--- src/rtl/busy_mon_pkg.sv ---
package busy_mon_pkg;
  typedef enum logic [1:0] {
    MSG_NONE  = 2'd0,
    MSG_ACT   = 2'd1,
    MSG_DEACT = 2'd2
  } msg_e;
endpackage

--- src/rtl/busy_group_cmp.sv ---
module busy_group_cmp #(
  parameter int N     = 4,
  parameter int LVL_W = 8
) (
  input  logic [N*LVL_W-1:0] lvl_i,
  input  logic [LVL_W-1:0]   lim_i,
  output logic [N-1:0]       over_o
);
  for (genvar g = 0; g < N; g++) begin : g_cmp
    assign over_o[g] = lvl_i[g*LVL_W +: LVL_W] > lim_i;
  end
endmodule

--- src/rtl/busy_notify.sv ---
module busy_notify
  import busy_mon_pkg::*;
(
  input  logic clk_i,
  input  logic rst_ni,
  input  logic busy_i,
  input  logic rdy_i,
  output logic act_o,
  output logic deact_o
);
  logic sent_q;  // last state reported to the link
  msg_e kind;

  always_comb begin
    kind = MSG_NONE;
    if (rdy_i && (busy_i != sent_q)) kind = busy_i ? MSG_ACT : MSG_DEACT;
  end

  assign act_o   = (kind == MSG_ACT);
  assign deact_o = (kind == MSG_DEACT);

  always_ff @(posedge clk_i or negedge rst_ni) begin
    if (!rst_ni)    sent_q <= 1'b0;
    else if (rdy_i) sent_q <= busy_i;
  end

  p_act_single_r7: assert property (@(posedge clk_i) disable iff (!rst_ni)
    act_o |=> !act_o);
  p_deact_single_r8: assert property (@(posedge clk_i) disable iff (!rst_ni)
    deact_o |=> !deact_o);
  p_msg_needs_rdy_r9: assert property (@(posedge clk_i) disable iff (!rst_ni)
    (act_o || deact_o) |-> rdy_i);
  p_msg_exclusive_r7: assert property (@(posedge clk_i) disable iff (!rst_ni)
    !(act_o && deact_o));
  p_act_when_busy_r7: assert property (@(posedge clk_i) disable iff (!rst_ni)
    act_o |-> busy_i);
  p_deact_when_idle_r8: assert property (@(posedge clk_i) disable iff (!rst_ni)
    deact_o |-> !busy_i);
endmodule

--- src/rtl/fifo_busy_monitor.sv ---
module fifo_busy_monitor #(
  parameter int N_TTC = 1,
  parameter int N_SRC = 4,
  parameter int N_MGT = 4,
  parameter int LVL_W = 8,
  localparam int N_ALL = N_TTC + N_SRC + N_MGT
) (
  input  logic                   clk_i,
  input  logic                   rst_ni,
  input  logic [N_TTC*LVL_W-1:0] ttc_lvl_i,
  input  logic [N_SRC*LVL_W-1:0] src_lvl_i,
  input  logic [N_MGT*LVL_W-1:0] mgt_lvl_i,
  input  logic [LVL_W-1:0]       ttc_lim_i,
  input  logic [LVL_W-1:0]       src_lim_i,
  input  logic [LVL_W-1:0]       mgt_lim_i,
  input  logic                   msg_rdy_i,
  output logic                   busy_o,
  output logic [N_ALL-1:0]       over_o,
  output logic                   act_o,
  output logic                   deact_o
);
  logic [N_TTC-1:0] ttc_over;
  logic [N_SRC-1:0] src_over;
  logic [N_MGT-1:0] mgt_over;
  logic [N_ALL-1:0] over_d;
  logic [N_ALL-1:0] over_q;
  logic             busy_q;

  busy_group_cmp #(.N(N_TTC), .LVL_W(LVL_W)) u_ttc_cmp (
    .lvl_i(ttc_lvl_i), .lim_i(ttc_lim_i), .over_o(ttc_over));
  busy_group_cmp #(.N(N_SRC), .LVL_W(LVL_W)) u_src_cmp (
    .lvl_i(src_lvl_i), .lim_i(src_lim_i), .over_o(src_over));
  busy_group_cmp #(.N(N_MGT), .LVL_W(LVL_W)) u_mgt_cmp (
    .lvl_i(mgt_lvl_i), .lim_i(mgt_lim_i), .over_o(mgt_over));

  assign over_d = {mgt_over, src_over, ttc_over};

  always_ff @(posedge clk_i or negedge rst_ni) begin
    if (!rst_ni) begin
      over_q <= '0;
      busy_q <= 1'b0;
    end else begin
      over_q <= over_d;
      busy_q <= |over_d;
    end
  end

  assign over_o = over_q;
  assign busy_o = busy_q;

  busy_notify u_notify (
    .clk_i  (clk_i),
    .rst_ni (rst_ni),
    .busy_i (busy_q),
    .rdy_i  (msg_rdy_i),
    .act_o  (act_o),
    .deact_o(deact_o)
  );

  p_busy_set_r4: assert property (@(posedge clk_i) disable iff (!rst_ni)
    (|over_d) |=> busy_o);
  p_busy_clear_r5: assert property (@(posedge clk_i) disable iff (!rst_ni)
    !(|over_d) |=> !busy_o);
  p_equal_not_over_r3: assert property (@(posedge clk_i) disable iff (!rst_ni)
    (src_lvl_i[LVL_W-1:0] == src_lim_i) |=> !over_o[N_TTC]);
  p_ttc_own_lim_r2: assert property (@(posedge clk_i) disable iff (!rst_ni)
    (ttc_lvl_i[LVL_W-1:0] <= ttc_lim_i) |=> !over_o[0]);
endmodule

--- config.mk ---
export PLATFORM = sky130hd
export DESIGN_NAME = fifo_busy_monitor
export DESIGN_NICKNAME = d
export VERILOG_FILES = /design/src/rtl/busy_mon_pkg.sv /design/src/rtl/busy_group_cmp.sv /design/src/rtl/busy_notify.sv /design/src/rtl/fifo_busy_monitor.sv
export SDC_FILE = /design/constraint.sdc
export NUM_CORES = 1
export LEC_CHECK = 0
export BUFFER_PORTS_ARGS = -buffer_cell sky130_fd_sc_hd__buf_4
export CAP_MARGIN = 20
export CORE_ASPECT_RATIO = 1.2
export CORE_UTILIZATION = 50
export DETAILED_ROUTE_END_ITERATION = 10
export PLACE_DENSITY_LB_ADDON = 0.3
export RECOVER_POWER = 100
export SKIP_LAST_GASP = 1
export SLEW_MARGIN = 10
export SYNTH_ARGS = -nofsm -noshare
export SYNTH_HDL_FRONTEND = slang
export SYNTH_HIERARCHICAL = 1
export SYNTH_SLANG_ARGS = --single-unit
--- constraint.sdc ---
create_clock -name clk_i -period 1.4 [get_ports clk_i]
set_input_delay 0.21 -clock clk_i [delete_from_list [all_inputs] [get_ports clk_i]]
set_output_delay 0.21 -clock clk_i [all_outputs]
set_load 0.005 [all_outputs]
# --- Word-level counts from Yosys, hierarchy flattened ---
# Cells that the tools add are included.
classes:
  muxes: 2
  reduce_logical: 2
  order_cmp: 9
  eq_ne: 3
op_table:
  columns: ["operator", "count"]
  rows:
  - ["greater-than comparator 8 bit", 9]
  - ["OR reduction 9 bit", 1]
  - ["two-way mux 2 bit", 2]
  - ["equality test 2 x 1 -> 1 bit, second input constant", 1]
  - ["equality test 2 bit, second input constant", 1]
  - ["logical AND 1 bit", 1]
  - ["inequality test 1 bit", 1]
totals:
  in_bits: 99
  wordCells: 19
  out_inout_bits: 12
  reg_bits: 11

# --- Logic depth before layout (Yosys ltp) ---
logic_depth:
  depth_word: 4
  ltp_mapped: 8
  depth_no_buf: 8

# --- Modules after synthesis ---
# Netlist, hierarchy kept.
by_module_without_submodules:
  columns: ["module", "area_per_inst_um2", "seq_area_each_um2", "n_inst", "cells_each"]
  rows:
  - ["busy_group_cmp at u_mgt_cmp ...", 762.0, 0.0, 2, 87]
  - ["fifo_busy_monitor", 270.3, 250.2, 1, 14]
  - ["busy_group_cmp at u_ttc_cmp", 216.5, 0.0, 1, 27]
  - ["busy_notify", 60.1, 25.0, 1, 4]

# --- Worst setup path after synthesis ---
# Ideal clock, no wire load.
synth_timing:
  path_type: "input to register"
  from: "input port mgt_lim_i[1]"
  to: "register busy_q (netlist: busy_o)"
  setup_ns: 0.133
  arrival_ns: 1.370
  setup_slack_ns: -0.103
  path_buffers: 0
  t_required_ns: 1.267
  path_stages: 8
  path_cell_list: "inv_1 -> ha_1 -> nor2b_4 -> o211ai_2 -> a21oi_2 -> o22a_1 -> nor4_1 -> nand3_1"
synth_via:
  elab_chain_cells: 2
  elab_cells_between_ends: 5
  classes_between: "order compare (4); reduce/logical (1)"
synth_lines:
  columns: ["item", "line", "rtl"]
  rows:
  - ["start, declared", "fifo_busy_monitor.sv:15", "input logic [LVL_W-1:0] mgt_lim_i,"]
  - ["greater-than comparator 8 bit", "busy_group_cmp.sv:10", "assign over_o[g] = lvl_i[g*LVL_W +: LVL_W] > lim_i;"]
  - ["named net mgt_over[1]", "fifo_busy_monitor.sv:24", "logic [N_MGT-1:0] mgt_over;"]
  - ["OR reduction 9 bit", "fifo_busy_monitor.sv:44", "busy_q <= |over_d;"]
  - ["end signal, assigned", "fifo_busy_monitor.sv:44", null]
  - ["end, declared", "fifo_busy_monitor.sv:27", "logic busy_q;"]
# The timed path passes the listed nets, and every way through them passes these cells.
# A chain may end at the register's enable or synchronous reset.

# --- Final worst setup path ---
layout_timing:
  from: "input port src_lim_i[5]"
  to: "register busy_q (netlist: busy_o)"
layout_via:
  elab_chain_cells: 2
  elab_cells_between_ends: 5
  classes_between: "order compare (4); reduce/logical (1)"
layout_lines:
  columns: ["item", "line", "rtl"]
  rows:
  - ["start, declared", "fifo_busy_monitor.sv:14", "input logic [LVL_W-1:0] src_lim_i,"]
  - ["greater-than comparator 8 bit", "busy_group_cmp.sv:10", null]
  - ["named net src_over[0]", "fifo_busy_monitor.sv:23", "logic [N_SRC-1:0] src_over;"]
  - ["OR reduction 9 bit", "fifo_busy_monitor.sv:44", null]
# The timed path passes the listed nets, and every way through them passes these cells.

==> key figures <==
Status
  – Result of the run: complete, but fails checks
  – Failing checks: setup timing

Synthesis
  – Adder-Cell Fraction of Synth Area: 0.4350
  – Combinational family with the most area after synthesis: adder cells
  – Post-synth design cell area: 2071 um2
  – Number of nets produced by synthesis: 390
  – Fraction of the mapped netlist area in compound gates: 0.2175
  – Post-synthesis xor/xnor area fraction: 0
  – Number of cells produced by synthesis: 219
  – Multiplexer area fraction after synthesis: 0.007251
  – Post-synthesis sequential area ratio: 0.1329
  – Number of warnings reported in the yosys synthesis log: 6
  – Number of distinct library cells after synthesis: 18
  – Average cell area after synthesis: 9.455 um2
  – Simple-gate share of the synthesized area: 0.1529
  – Count of state elements after synthesis: 11

Routing
  – Starting DRC count in detailed routing: 58
  – Post-route ant nets: 0
  – Initial DRT Pass Iterations: 4
  – Average wire length per cell after detail routing: 15.69 um
  – Final WL: 6229 um
  – Routed vias: 2216
  – Drt drc: 0
  – Vias per std cell: 5.582

Global routing
  – Via count of the first global-routing pass: 2337
  – Total global routing overflow: 0
  – Number of antenna violations at the first check in global routing: 0
  – Wire length of the first global-routing pass: 9453 um
  – Maximum number of pins on one net before global-route repair: 12
  – Combined global-route utilization of all metal layers: 0.2803

STA
  – Worst clock skew on the final layout: 3.504 ps
  – Highest attainable clock frequency: 635.7 MHz
  – Worst rel slew slack: 0.6407
  – Post-route worst hold slack: 231.3 ps
  – Number of failing setup endpoints in the final timing report: 1
  – Period Utilization, post-route: 1.124
  – Setup repair after global routing missed its margin: true
  – Final critical-path required period: 1573 ps
  – Post-route worst setup slack: -173.0 ps
  – Least-Margin Pin Slew: 539.0 ps
  – Number of pins exceeding their max-slew limit in the final report: 0
  – Final-report hold violation count: 0

Power
  – Leakage component of the power: 1.655 nW
  – Cell area power density: 507.4 nW/um2
  – Largest voltage drop on the vdd net: 0.0004091 V

Finish
  – Post-route core utilization: 0.8190
  – Post-synthesis to final-layout area growth: 55.89%
  – Share of post-route cells with drive strength above 1: 0.4927
  – Most common library cell in the layout ignoring fill and taps: buf_4
  – Ant diodes: 0
  – Nets: 515
  – Most frequent cells in the layout: 107 x buf_4, 63 x ha_1, 23 x inv_1

Critical path
  – Crit path max fanout: 4
  – R2R depth: 1
  – Data arrival at the endpoint of the critical path: 1670 ps
  – Critical Path End Type: register
  – Slowest-stage cell, CP: nor4_1
  – Critical path startpoint category: primary input
  – Cell Chain, Critical Path: buf_4 -> inv_1 -> ha_1 -> a21oi_1 -> o21ai_1 -> o22a_1 -> nor4_1 -> nand3_1
  – Kind of critical path: primary input to register
  – Data required time of the critical path: 1500 ps
  – Maximum cell stage delay along the critical path: 290 ps

Placed design
  – Worst setup slack before clock tree synthesis: -365.8 ps
  – Total of buffers placed on input and output ports: 110
  – Global placement routability congestion: 0.7852
  – Dpl hpwl: 5007 um

Die
  – Area of the placeable core: 3941 um2
  – DIE AREA: 4404 um2
  – Chip height: 72.50 um
  – Top-level I/O count: 111
  – Initial Util: 0.5254
  – Num rows: 25
  – Die extent in x: 60.75 um

Flow run
  – Max-capacitance violation count: 0

CTS
  – Sinks on Clock Net: 11
  – Clock tree from TritonCTS: built
  – Register clock-pin slew on the reported worst setup and hold paths: 50 ps
  – Clk buf depth: 2
  – Root Buffer: clkbuf_8
  – Clock Latency Late Sink: 240 ps
  – H-tree level count: 1
  – Number of buffers created by CTS: 3

Worst hold path
  – Worst hold-check path type: primary input to register
  – Worst hold path cell count: 2
cell usage after synthesis, drive strengths merged:
cell / instances / area (um2)
inv: 30 / 112.6
dfrtp: 11 / 275.3
nand2: 9 / 33.78
nand4: 18 / 118.9
nor2b: 9 / 123.9
o22a: 9 / 78.83
o21ai: 9 / 45.04
nor2: 1 / 3.750
mux2: 1 / 15.01
nand3: 1 / 5.000
ha: 72 / 900.9
a21oi: 36 / 214.0
and3b: 2 / 20.02
nor4: 1 / 6.260
o211ai: 9 / 112.6
nor3: 1 / 5.000
flip-flops by register name, summed over array words and instances, names as in the netlist:
signal and cells:
u_notify/sent_q 1, busy_o 1, over_o 9
kinds of logic after synthesis:
logic type                 Yosys count
adders and majority gates           72
AOI/OAI and AO/OA                   63
and+or+nand+nor                     42
buffers and inverters               30
DFF                                 11
muxes                                1
final timing paths:
check | startpoint | endpoint | slack, ps
min in group asynchronous | rst_ni | over_o[3] | 470
worst min-delay path | msg_rdy_i | u_notify/sent_q | 230
worst min register to register | u_notify/sent_q | u_notify/sent_q | 550
worst max-delay path | src_lim_i[5] | busy_o | -170
worst max register to register | busy_o | u_notify/sent_q | 580
max in group asynchronous | rst_ni | over_o[8] | 570
power breakdown:
| part | internal, W | total (W) | switching (W) |
|---|---|---|---|
| clock network | 0.000200 | 0.000314 | 0.000115 |
| logic | 0.000521 | 0.000958 | 0.000437 |
| registers | 0.000353 | 0.000365 | 0.0000124 |
| total | 0.00107 | 0.00164 | 0.000564 |
final cells by class:
cell class	instances	area, um2
inverter	30	136.4
sequential	11	275.3
clock buffer	4	45.04
timing repair buffer	120	888.4
multi-input combinational	178	1815
fill	254	713.2
tap	54	67.56
per-layer routing:
metal / GRT usage / routed length, um / part of all wire / vias up
met5: 0 / 0 / 0 / -
li1: - / - / - / 1079
met4: 0.06818 / 138 / 0.022 / 0
met2: 0.5470 / 3408 / 0.55 / 94
met3: 0.04991 / 334 / 0.054 / 16
met1: 0.2984 / 2348 / 0.38 / 1027
metrics by stage:
| stage | total power (W) | instance area [um2] | cells | setup TNS [ps] |
|---|---|---|---|---|
| finish | 0.001638 | 3228 | 397 | -173.0 |
| CTS | 0.001612 | 3209 | 397 | -48.42 |
| global route | 0.001760 | 3228 | 397 | -214.0 |
| global placement | 0.001225 | 3085 | 391 | -244.6 |
| floorplan | 0.0008373 | 2132 | 219 | -30.85 |
| detailed placement | 0.001265 | 3085 | 391 | -444.3 |
critical path: cells and delay by family:
kind                       cells  cell delay (ps)
adders and majority gates      1              280
AOI/OAI and AO/OA              3              530
buffers and inverters          2              220
and+or+nand+nor                2              420
what timing repair did:
action                                  in CTS  in global routing
buffers inserted                             1                  0
hold endpoints to repair                    11                  0
pin swaps                                    7                  2
hold buffers                                 1                  0
endpoints found under the setup margin       1                  1
resized for setup                            8                 10
Note: power is estimated with default switching activity, not from simulation.
